===== src/rtl/mdio_pkg.sv =====
package mdio_pkg;
  localparam int FRAME_BITS = 64;
  localparam int TA_FIRST   = 46;
  localparam int TA_SECOND  = 47;
  localparam int DATA_FIRST = 48;
  localparam int BIT_BUSY   = 29;
  localparam int BIT_FAIL   = 28;
  localparam logic [1:0] OP_READ = 2'b10;

  // control -> datapath strobes and phase levels
  typedef struct packed {
    logic load;
    logic shift;
    logic sampleTa;
    logic sampleData;
    logic done;
    logic active;
    logic turnPhase;
  } mdioStrobes_t;

  function automatic logic [FRAME_BITS-1:0] buildFrame(input logic [27:0] f);
    logic rd;
    rd = (f[27:26] == OP_READ);
    return {32'hFFFF_FFFF, 2'b01, f[27:26], f[25:21], f[20:16],
            rd ? 2'b11 : 2'b10, rd ? 16'hFFFF : f[15:0]};
  endfunction
endpackage


===== src/rtl/mdio_ctrl.sv =====
module mdio_ctrl
  import mdio_pkg::*;
#(
  parameter int HALF_PERIOD = 10
) (
  input  logic         clk,
  input  logic         rstN,
  input  logic         startReq,
  output logic         mdc,
  output mdioStrobes_t st
);
  localparam int CNT_W = $clog2(HALF_PERIOD);
  localparam int IDX_W = $clog2(FRAME_BITS);
  localparam logic [CNT_W-1:0] CNT_LAST = CNT_W'(HALF_PERIOD - 1);
  localparam logic [IDX_W-1:0] IDX_LAST = IDX_W'(FRAME_BITS - 1);

  typedef enum logic {ST_IDLE, ST_RUN} ctrlState_t;

  ctrlState_t       state;
  logic [CNT_W-1:0] divCnt;
  logic [IDX_W-1:0] bitIdx;
  logic             mdcQ;
  logic             tick;

  always_ff @(posedge clk or negedge rstN) begin
    if (!rstN) begin
      state  <= ST_IDLE;
      divCnt <= '0;
      bitIdx <= '0;
      mdcQ   <= 1'b0;
    end else begin
      case (state)
        ST_IDLE: begin
          if (startReq) begin
            state  <= ST_RUN;
            divCnt <= '0;
            bitIdx <= '0;
            mdcQ   <= 1'b0;
          end
        end
        default: begin
          if (divCnt == CNT_LAST) begin
            divCnt <= '0;
            if (!mdcQ) begin
              mdcQ <= 1'b1;
            end else begin
              mdcQ <= 1'b0;
              if (bitIdx == IDX_LAST) state <= ST_IDLE;
              else bitIdx <= bitIdx + 1'b1;
            end
          end else begin
            divCnt <= divCnt + 1'b1;
          end
        end
      endcase
    end
  end

  always_comb begin
    tick          = (state == ST_RUN) && (divCnt == CNT_LAST);
    st.load       = (state == ST_IDLE) && startReq;
    st.sampleTa   = tick && !mdcQ && (bitIdx == IDX_W'(TA_SECOND));
    st.sampleData = tick && !mdcQ && (bitIdx >= IDX_W'(DATA_FIRST));
    st.shift      = tick && mdcQ && (bitIdx != IDX_LAST);
    st.done       = tick && mdcQ && (bitIdx == IDX_LAST);
    st.active     = (state == ST_RUN);
    st.turnPhase  = (state == ST_RUN) && (bitIdx >= IDX_W'(TA_FIRST));
  end

  assign mdc = mdcQ;

  AST_MDC_IDLE_LOW: assert property (@(posedge clk) disable iff (!rstN)
    !st.active |-> !mdc);
  AST_SINGLE_EVENT: assert property (@(posedge clk) disable iff (!rstN)
    $onehot0({st.load, st.shift, st.sampleTa | st.sampleData, st.done}));
endmodule


===== src/rtl/mdio_dp.sv =====
module mdio_dp
  import mdio_pkg::*;
(
  input  logic         clk,
  input  logic         rstN,
  input  mdioStrobes_t st,
  input  logic         fieldWrEn,
  input  logic [27:0]  fieldWrData,
  input  logic         mdioIn,
  output logic [31:0]  regRdData,
  output logic         busy,
  output logic         mdioOut,
  output logic         mdioOe
);
  logic                  cmdBusy;
  logic                  cmdFail;
  logic [1:0]            cmdOp;
  logic [4:0]            cmdPhy;
  logic [4:0]            cmdRegNum;
  logic [15:0]           cmdData;
  logic                  isRead;
  logic [FRAME_BITS-1:0] frameSr;
  logic [1:0]            inSync;

  always_ff @(posedge clk or negedge rstN) begin
    if (!rstN) begin
      cmdBusy   <= 1'b0;
      cmdFail   <= 1'b0;
      cmdOp     <= '0;
      cmdPhy    <= '0;
      cmdRegNum <= '0;
      cmdData   <= '0;
      isRead    <= 1'b0;
      frameSr   <= '0;
      inSync    <= 2'b11;
    end else begin
      inSync <= {inSync[0], mdioIn};
      if (st.load) begin
        cmdBusy   <= 1'b1;
        cmdFail   <= 1'b0;
        cmdOp     <= fieldWrData[27:26];
        cmdPhy    <= fieldWrData[25:21];
        cmdRegNum <= fieldWrData[20:16];
        cmdData   <= fieldWrData[15:0];
        isRead    <= (fieldWrData[27:26] == OP_READ);
        frameSr   <= buildFrame(fieldWrData);
      end else if (fieldWrEn && !cmdBusy) begin
        cmdOp     <= fieldWrData[27:26];
        cmdPhy    <= fieldWrData[25:21];
        cmdRegNum <= fieldWrData[20:16];
        cmdData   <= fieldWrData[15:0];
      end
      if (st.shift) frameSr <= {frameSr[FRAME_BITS-2:0], 1'b1};
      if (st.sampleTa && isRead && inSync[1]) cmdFail <= 1'b1;
      if (st.sampleData && isRead) cmdData <= {cmdData[14:0], inSync[1]};
      if (st.done) cmdBusy <= 1'b0;
    end
  end

  assign regRdData = {2'b00, cmdBusy, cmdFail, cmdOp, cmdPhy, cmdRegNum, cmdData};
  assign busy      = cmdBusy;
  assign mdioOut   = frameSr[FRAME_BITS-1];
  assign mdioOe    = st.active && !(isRead && st.turnPhase);

  AST_BUSY_HOLDS: assert property (@(posedge clk) disable iff (!rstN)
    cmdBusy && !st.done |=> cmdBusy);
  AST_BUSY_ENDS: assert property (@(posedge clk) disable iff (!rstN)
    st.done |=> !cmdBusy);
  AST_FAIL_CLEARED: assert property (@(posedge clk) disable iff (!rstN)
    st.load |=> cmdBusy && !cmdFail);
  AST_FIELDS_LOCKED: assert property (@(posedge clk) disable iff (!rstN)
    cmdBusy && !st.done |=> $stable({cmdOp, cmdPhy, cmdRegNum}));
  AST_WRITE_DATA_LOCKED: assert property (@(posedge clk) disable iff (!rstN)
    cmdBusy && !isRead && !st.done |=> $stable(cmdData));
endmodule


===== src/rtl/mdio_cmd_ctrl.sv =====
module mdio_cmd_ctrl
  import mdio_pkg::*;
#(
  parameter int HALF_PERIOD = 10
) (
  input  logic        clk,
  input  logic        rstN,
  input  logic        regWrEn,
  input  logic [31:0] regWrData,
  output logic [31:0] regRdData,
  output logic        mdc,
  output logic        mdioOut,
  output logic        mdioOe,
  input  logic        mdioIn
);
  mdioStrobes_t st;
  logic         busy;
  logic         startReq;
  logic         unusedWrBits;

  assign startReq     = regWrEn && regWrData[BIT_BUSY] && !busy;
  assign unusedWrBits = ^{regWrData[31:30], regWrData[BIT_FAIL]};

  mdio_ctrl #(.HALF_PERIOD(HALF_PERIOD)) uCtrl (
    .clk      (clk),
    .rstN     (rstN),
    .startReq (startReq),
    .mdc      (mdc),
    .st       (st)
  );

  mdio_dp uDp (
    .clk         (clk),
    .rstN        (rstN),
    .st          (st),
    .fieldWrEn   (regWrEn),
    .fieldWrData (regWrData[27:0]),
    .mdioIn      (mdioIn),
    .regRdData   (regRdData),
    .busy        (busy),
    .mdioOut     (mdioOut),
    .mdioOe      (mdioOe)
  );

  AST_MDIO_STABLE_HIGH: assert property (@(posedge clk) disable iff (!rstN)
    mdc && $past(mdc) |-> $stable(mdioOut) && $stable(mdioOe));
  AST_START_SETS_BUSY: assert property (@(posedge clk) disable iff (!rstN)
    regWrEn && regWrData[29] && !regRdData[29] |=> regRdData[29]);
endmodule


===== config.mk =====
export PLATFORM = sky130hd
export DESIGN_NAME = mdio_cmd_ctrl
export DESIGN_NICKNAME = d
export VERILOG_FILES = /design/src/rtl/mdio_pkg.sv /design/src/rtl/mdio_ctrl.sv /design/src/rtl/mdio_dp.sv /design/src/rtl/mdio_cmd_ctrl.sv
export SDC_FILE = /design/constraint.sdc
export NUM_CORES = 1
export LEC_CHECK = 0
export ABC_AREA = 1
export BUFFER_PORTS_ARGS = -buffer_cell sky130_fd_sc_hd__clkbuf_2
export CORE_MARGIN = 3
export CORE_UTILIZATION = 38
export DETAILED_ROUTE_END_ITERATION = 10
export PLACE_DENSITY = 0.68
export SLEW_MARGIN = 20
export SYNTH_ARGS = -nofsm -noshare
export SYNTH_HDL_FRONTEND = slang
export SYNTH_SLANG_ARGS = --single-unit

===== constraint.sdc =====
create_clock -name clk -period 2.78 [get_ports clk]
set_clock_uncertainty 0.05 [all_clocks]
set_input_delay 0.556 -clock clk [delete_from_list [all_inputs] [get_ports clk]]
set_output_delay 0.556 -clock clk [all_outputs]
set_load 0.005 [all_outputs]

==> results of run 1 <==
## area by class of cell
| class | count | area (sq um) | share of cell area |
|---|---|---|---|
| sequential | 109 | 2730 | 0.455 |
| multi-input combinational | 433 | 2200 | 0.367 |
| timing repair buffer | 76 | 435 | 0.0726 |
| clock buffer | 11 | 233 | 0.0388 |
| tap | 176 | 220 | 0.0367 |
| inverter | 30 | 113 | 0.0188 |
| clock inverter | 5 | 61.3 | 0.0102 |
## metal layers
metal | wire length (um) | global-route usage | share of wire
met1 | 5390 | 0.216 | 0.45
met2 | 6000 | 0.287 | 0.50
met3 | 560 | 0.0245 | 0.046
met4 | 152 | 0.0526 | 0.013
met5 | 0 | 0 | 0
## how the worst min path moves through the flow
stage	startpoint	endpoint	slack, ps	cells after the start
after CTS	rstN	uCtrl.divCnt[1]$_DFFE_PN0P_	120	1
final	rstN	uDp.frameSr[63]$_DFFE_PN0P_	100	1
after floorplan	rstN	uCtrl.bitIdx[0]$_DFFE_PN0P_	210	0
after global placement	uDp.inSync[0]$_DFF_PN1_	uDp.inSync[1]$_DFF_PN1_	300	0
after global routing	rstN	uDp.cmdOp[1]$_DFFE_PN0P_	140	1
after detailed placement	uDp.inSync[0]$_DFF_PN1_	uDp.inSync[1]$_DFF_PN1_	300	0
## registers in the layout, indices dropped and copies added, names as in the netlist
signal and cells:
uDp.frameSr 64, uDp.cmdData 16, uCtrl.bitIdx 6, uDp.cmdPhy 5, uDp.cmdRegNum 5, uCtrl.divCnt 4, uDp.cmdOp 2, uDp.inSync 2
uCtrl.mdc 1, uCtrl.state 1, uDp.busy 1, uDp.cmdFail 1, uDp.isRead 1
## cell families after synthesis
group,synth area share
adders and majority gates,0.00714
buffers and inverters,0.0652
other,0.000713
AOI/OAI and AO/OA,0.0283
muxes,0.0235
xor gates and xnor gates,0.00500
and+or+nand+nor,0.351
DFF,0.519
## critical path, delay by kind of cell, from the launching register on
family                   cells  cell delay [ps]
AND/OR/NAND/NOR              6             1590
flip-flops                   1              400
adder cells (fa/ha/maj)      1              160
buffers and inverters        1               80
## Yosys cell counts (2+ instances only)
cell and count:
inv_2 2, a21oi_1 2, nor2_1 30, o21ai_0 22, nor2_2 5, nand3b_1 35, buf_2 18, nand3_1 174
buf_1 4, dfstp_2 2, buf_4 5, dfrtp_1 107, clkbuf_1 19, nand4_1 2, o22ai_1 2, xor2_1 2
nand2_1 134, ha_1 3, mux2_2 11, inv_1 28
## where the power goes
part | internal [mW] | total [mW] | leakage [nW] | switching (mW)
sequential | 1.59 | 1.59 | 1.24 | 0.000850
clock | 0.702 | 1.29 | 0.132 | 0.584
combinational | 0.0225 | 0.0748 | 1.51 | 0.0523
==> metrics.txt, run 1 <==
status finished, final reports clean; Post-CTS Hold Fix Bufs 0; Syn Inst Count 619; GR Overflow Total 0; Max FO, Critical Path 39; final routed DRC violation total 0; Max-slew headroom 0.462; I/O pins 71; most common flop cell mapped by yosys dfrtp_1; WS Path Type reg2reg; most frequent CP cell nand2_1; setup ws final 424 ps; largest net degree at the start of global routing 64; most frequent cells in the layout nand3_1, nand2_1, dfrtp_1; FFs w/ async S/R, synth 1.00; hold slack 104 ps; Min-Delay Path Class in2async; PnR Total Power 2.95 mW; sequential area share after synthesis 0.519; nets 698; most common cell after layout, fill and taps aside nand3_1; All-Layer GR Usage 0.166; Post-CTS Setup Bufs 0; Vias/cell 5.25; dpl cells 824; RR Endpoint uCtrl.bitIdx[2]$_DFFE_PN0P_; worst r2r src uCtrl.divCnt[1]$_DFFE_PN0P_; EDFF count, synth 0; Max clock buf depth 2; Hold Violations, Final 0; via count 4,412; # setup viols final 0; Site Rows 42; Pwr Density 492 nW/um^2; first-pass GRT wire length 20,700 um; fin cells 840; synth top area cells dfrtp_1, nand3_1, nand2_1, nand3b_1, mux2_2; Placed Area 5700 sq um; critical path capture point type register; Yosys top cell by area dfrtp_1; ANT cells 0; Routed Antenna Nets 0; initial antenna violation count 0; CP Cell Sequence inv_1 > ha_1 > nand3_1 > nor2_2 > nand3_4 > nand2_2 > nand2_1 > nand2_1; R2R setup slack 420 ps; post-synth top area share 0.509; Synth Warn # 0; layout cell share with drive strength beyond 1 0.173; Place WS 393 ps; clock latency on the worst-skew pair 350 ps; critical path data required time 3010 ps; CTS H-Tree Depth 3; Final Slew Violations 0; Worst-path clk slew 70 ps; Leak 2.88 nW; Fmax 425 MHz; synth unique cells 32; DR iter-0 viols 309; final instance area 6000 sq um; Starting Density 0.393; Num CTS Buffers 9; Final Critical Period 2360 ps; vias in the first global route 4,392; Post-Synthesis Cell Area 5260 sq um; final core utilization 0.447; RSZ-0062 raised after global routing no; WP data arrival 2590 ps; worst r2r path cells 8; CTS tree done; post-DP HPWL 7710 um; CP Launch Type register; CP Launch Point uCtrl.divCnt[1]$_DFFE_PN0P_; Core ar. 13,400 sq um; Die X 124 um; Die Span Y 124 um; final period utilization 0.847; clock sink total 109; VDD IR max 0.000372 V; Syn Area/Cell 8.50 sq um; Max Cap Viol 0; Final Wtd Congestion 0.824; setup TNS 0 ps; cts repair resizes 0; fillcell total 1,305; root cell of the clock tree clkbuf_16; slowest cell on the critical path nand2_2; DRT Pass-1 Iters 4; Avg WL per Cell 14.4 um; die area 15,300 sq um; Slew @ Worst Pin 806 ps; crit-path max cell delay 690 ps; CP endpoint uCtrl.bitIdx[2]$_DFFE_PN0P_; port buffer count 65; routed wire length 12,100 um; Syn-to-layout area delta 14.0%; FF+latch count, synth 109
Power figures use the tool's default switching activity.
==> run 2: changes to the inputs <==
ABC_AREA = 0   (was 1)
clock period = 2.5 ns   (was 2.78 ns; I/O delays follow)
==> metrics.txt, run 2 <==
Syn Area/Cell 11.3 sq um; Die Span Y 124 um; Num CTS Buffers 9; combinational power share 0.298; nets 558; port buffer count 65; Post-synth top cells dfrtp_1, nand2_1, mux2_2; Leak 2.89 nW; fin cells 700; status finished, final reports clean; VDD IR max 0.000478 V; Post-CTS Hold Fix Bufs 0; clock sink total 109; Die X 124 um; # setup viols final 0; Register Area 2730 sq um; critical path data required time 2640 ps; setup TNS 0 ps; critical path capture point type register; WS Path Type reg2reg; fillcell total 1,224; Routed Antenna Nets 0; post-synthesis compound-gate area fraction 0.128; Vias/cell 5.26; Post-CTS Setup Bufs 0; routed wire length 11,000 um; synth top area cells dfrtp_1, mux2_2, mux2i_1, nand2_1, mux2_4; FF+latch count, synth 109; sequential area share after synthesis 0.520; Post-Synthesis Cell Area 5260 sq um; PnR Total Power 6.64 mW; Max Cap Viol 0; Syn-to-layout area delta 17.1%; dpl cells 684; vias in the first global route 3,705; net switching power figure 1.98 mW; Synth Area in Adders 0.00714; most common cell after layout, fill and taps aside dfrtp_1; Clk pwr share 0.245; DRT Pass-1 Iters 5; clock latency on the worst-skew pair 350 ps; largest net degree at the start of global routing 51; most frequent cells in the layout dfrtp_1, clkbuf_2, nand2_1; most common flop cell mapped by yosys dfrtp_1; CP Launch Type register; Slew @ Worst Pin 964 ps; Core ar. 13,400 sq um; CTS H-Tree Depth 3; root cell of the clock tree clkbuf_16; Starting Density 0.392; post-synthesis mux area share 0.186; first-pass GRT wire length 18,400 um; via count 3,682; Net Sw Frac 0.298; XOR/XNOR share of the synthesized area 0.00167; Max clock buf depth 2; initial antenna violation count 0; Synth Warn # 0; Avg WL per Cell 15.8 um; met1 Use GR 0.196; GR Overflow Total 0; largest family of logic cells by synthesized area multiplexers; worst r2r src uCtrl.divCnt[1]$_DFFE_PN0P_; met2 GRT Util 0.250; Worst-path clk slew 70 ps; final routed DRC violation total 0; cts repair resizes 0; Pint 4.66 mW; simple-gate area share of the yosys netlist 0.103; Max-slew headroom 0.356; part of the power in registers 0.458; All-Layer GR Usage 0.153; Site Rows 42; count leader, synth dfrtp_1; FFs w/ async S/R, synth 1.00; die area 15,300 sq um; Hold Violations, Final 0; Placed Area 5810 sq um; ANT cells 0; Syn Inst Count 467; final period utilization 0.899; gr busiest metal met2; Fmax 445 MHz; multi-input logic area 2270 sq um; layout cell share with drive strength beyond 1 0.319; I/O pins 71; Largest register FFs 64; largest reg by FF count uDp.frameSr; Pwr Density 1080 nW/um^2; Yosys top cell by area dfrtp_1; WP data arrival 2390 ps; Final Slew Violations 0; final instance area 6150 sq um; post-DP HPWL 7190 um; Top Registers uDp.frameSr x64, uDp.cmdData x16, uCtrl.bitIdx x6; EDFF count, synth 0; RSZ-0062 raised after global routing no; Final Wtd Congestion 0.786; DR iter-0 viols 286; met3 usage 0.0527; Final Critical Period 2250 ps; Min-Delay Path Class in2async; CP Launch Point uCtrl.divCnt[1]$_DFFE_PN0P_; CTS tree done; Max FO, Critical Path 17; post-synth top area share 0.510; synth unique cells 47
-- run 2: changes by cell type in the layout (fill, tap and decap cells not counted), sizes merged, moves of 12 or more --
| cell | change |
|---|---|
| nor2 | -15 |
| o2111ai | +15 |
| a211oi | +16 |
| nand3b | -35 |
| mux2i | +23 |
| mux2 | +52 |
| nand3 | -174 |
| nand2 | -76 |
| and2 | +12 |
| o211ai | +16 |
-- run 2: cell type report --
cell class / count / area share
Clock inverter: 4 / 0.0155
Clock buffer: 12 / 0.0401
Tap cell: 176 / 0.0358
Inverter: 23 / 0.0140
Multi-Input combinational cell: 293 / 0.370
Timing Repair Buffer: 83 / 0.0814
Sequential cell: 109 / 0.444
-- run 2: kinds of logic after synthesis --
group,count (synthesis)
AO/OA/AOI/OAI,89
XOR/XNOR,1
adder cells (fa/ha/maj),3
buffers and inverters,66
flip-flops,109
multiplexers,86
other,1
AND/OR/NAND/NOR,112
-- run 2: stage by stage --
stage	hold slack (ps)	worst slack (ps)	util
after global placement	297	256	0.434
after detailed placement	297	294	0.434
final	103	253	0.459
after floorplan	154	404	-
after global routing	142	99.0	0.459
after CTS	123	271	0.459
-- run 2: metal layers --
layer | routed length (um) | share of wire
met1 | 5070 | 0.46
met2 | 5320 | 0.48
met3 | 500 | 0.045
met4 | 132 | 0.012
met5 | 0 | 0
-- run 2: path summary, 6_finish.rpt --
kind / end / slack [ps] / cells after the start
setup / recovery: uDp.frameSr[15]$_DFFE_PN0P_ / 250 / 6
hold / removal: uDp.frameSr[46]$_DFFE_PN0P_ / 100 / 1
setup reg to reg: uDp.frameSr[15]$_DFFE_PN0P_ / 250 / 6
hold reg to reg: uDp.inSync[1]$_DFF_PN1_ / 310 / 0
max in group asynchronous: uDp.frameSr[22]$_DFFE_PN0P_ / 1620 / 2
min in group clk: uDp.inSync[0]$_DFF_PN1_ / 180 / 1
-- run 2: worst max-delay path, stage by stage (launching register included) --
cell	delay [ps]
dfrtp_1	410
inv_1	80
ha_1	230
nand4b_4	120
buf_4	220
a211oi_2	760
o211ai_1	210
-- run 2: power groups by stage --
stage	clock network [mW]	logic [mW]	registers, mW
after floorplan	0	1.45	2.94
after global placement	0	1.91	3.02
after detailed placement	0	2.00	3.07
after CTS	1.67	2.01	3.04
after global routing	1.75	2.24	3.14
final	1.62	1.98	3.04
==> run 3: changes to the inputs <==
PLACE_DENSITY = 0.7   (was 0.68)
clock period = 2.05 ns   (was 2.5 ns; I/O delays follow)
==> metrics.txt, run 3 (same netlist as run 2, synthesis figures left out) <==
WP data arrival 2140 ps; via count 3,756; CP bufs+invs 2; largest net degree at the start of global routing 37; port buffer count 65; part of the power in registers 0.470; final period utilization 0.954; Max clock buf depth 2; VDD IR max 0.000685 V; Leak 2.92 nW; die area 15,300 sq um; Clk pwr share 0.207; combinational power share 0.323; # setup viols final 0; Min-Delay Path Class in2reg; CTS tree done; first-pass GRT wire length 18,700 um; Num CTS Buffers 9; clock sink total 109; final routed DRC violation total 0; Starting Density 0.392; Max FO, Critical Path 13; Pwr Density 1260 nW/um^2; DR iter-0 viols 354; fillcell total 1,226; status finished, final reports clean; Final Wtd Congestion 0.814; critical path data required time 2240 ps; post-DP HPWL 7490 um; Max-slew headroom 0.583; I/O pins 71; setup ws final 95.0 ps; crit-path leading delay family simple AND/OR/NAND/NOR gates; GR Overflow Total 0; routed wire length 11,200 um; Hold Violations, Final 0; Slew @ Worst Pin 625 ps; Die Span Y 124 um; setup TNS 0 ps; RSZ-0062 raised after global routing no; Final Slew Violations 0; Fmax 512 MHz; Site Rows 42; Worst-path clk slew 70 ps; CTS H-Tree Depth 3; Net Sw Frac 0.313; layout cell share with drive strength beyond 1 0.333; Routed Antenna Nets 0; net switching power figure 2.45 mW; critical path capture point type register; CP Launch Type register; most common cell after layout, fill and taps aside dfrtp_1; root cell of the clock tree clkbuf_16; clock latency on the worst-skew pair 350 ps; largest reg by FF count uDp.frameSr; vias in the first global route 3,826; WS Path Type reg2reg; final instance area 6190 sq um; nets 569; slowest cell on the critical path or4b_4; Avg WL per Cell 15.7 um; Largest register FFs 64; Top Registers uDp.frameSr x64, uDp.cmdData x16, uCtrl.bitIdx x6; ANT cells 0; most frequent cells in the layout dfrtp_1, clkbuf_2, nand2_1; Syn-to-layout area delta 17.8%; Place WS 42.9 ps; crit-path max cell delay 570 ps; Max Cap Viol 0; Die X 124 um; All-Layer GR Usage 0.157; DRT Pass-1 Iters 4; Vias/cell 5.28; CP Cell Sequence inv_1 > ha_4 > nand4b_4 > or4b_4 > buf_12 > mux2_4; Placed Area 5900 sq um; Final Critical Period 1960 ps; Pint 5.38 mW; Core ar. 13,400 sq um; initial antenna violation count 0
## run 3: power by group through the flow
| stage | sequential, mW | clock, mW | combinational (mW) |
|---|---|---|---|
| floorplan | 3.59 | 0 | 1.78 |
| global placement | 3.65 | 0 | 2.43 |
| detailed placement | 3.70 | 0 | 2.55 |
| CTS | 3.68 | 1.67 | 2.57 |
| global route | 3.81 | 1.77 | 2.86 |
| finish | 3.68 | 1.62 | 2.53 |
## run 3: layout make-up
type,instances,area (sq um),area share
clock inverters,3,21.3,0.00344
inverters,23,86.3,0.0139
flip-flops and latches,109,2730,0.441
repair buffers,94,598,0.0966
well taps,176,220,0.0356
clock buffers,13,250,0.0404
multi-input cells,293,2280,0.369
## run 3: routing by layer
metal | up-vias | part of all wire | track usage
li1 | 1793 | - | -
met1 | 1866 | 0.46 | 0.210
met2 | 91 | 0.47 | 0.245
met3 | 6 | 0.054 | 0.0477
met4 | 0 | 0.011 | 0.0464
met5 | - | 0 | 0
## run 3: through the flow
stage	utilization	total power [mW]	hold slack (ps)	instances
after floorplan	-	5.37	64.4	468
after global placement	0.440	6.08	296	693
after detailed placement	0.440	6.26	298	693
after CTS	0.461	7.91	66.6	710
after global routing	0.462	8.43	65.1	711
final	0.462	7.83	81.5	711
## run 3: timing repair
item	in CTS	in global routing
resized for setup	0	2
buffers inserted	0	1
hold buffers	1	0
endpoints found under the hold margin	29	0
setup endpoints to repair	0	19
## run 3: worst paths after layout
path / startpoint / to / slack [ps] / cells past startpoint
worst min-delay path: mdioIn / uDp.inSync[0]$_DFF_PN1_ / 80 / 1
worst min register to register: uDp.inSync[0]$_DFF_PN1_ / uDp.inSync[1]$_DFF_PN1_ / 310 / 0
worst max-delay path: uCtrl.divCnt[1]$_DFFE_PN0P_ / uDp.cmdData[15]$_DFFE_PN0P_ / 90 / 6
worst max register to register: uCtrl.divCnt[1]$_DFFE_PN0P_ / uDp.cmdData[15]$_DFFE_PN0P_ / 90 / 6
max in group asynchronous: rstN / uDp.frameSr[27]$_DFFE_PN0P_ / 770 / 3
min in group asynchronous: rstN / uDp.frameSr[51]$_DFFE_PN0P_ / 500 / 2
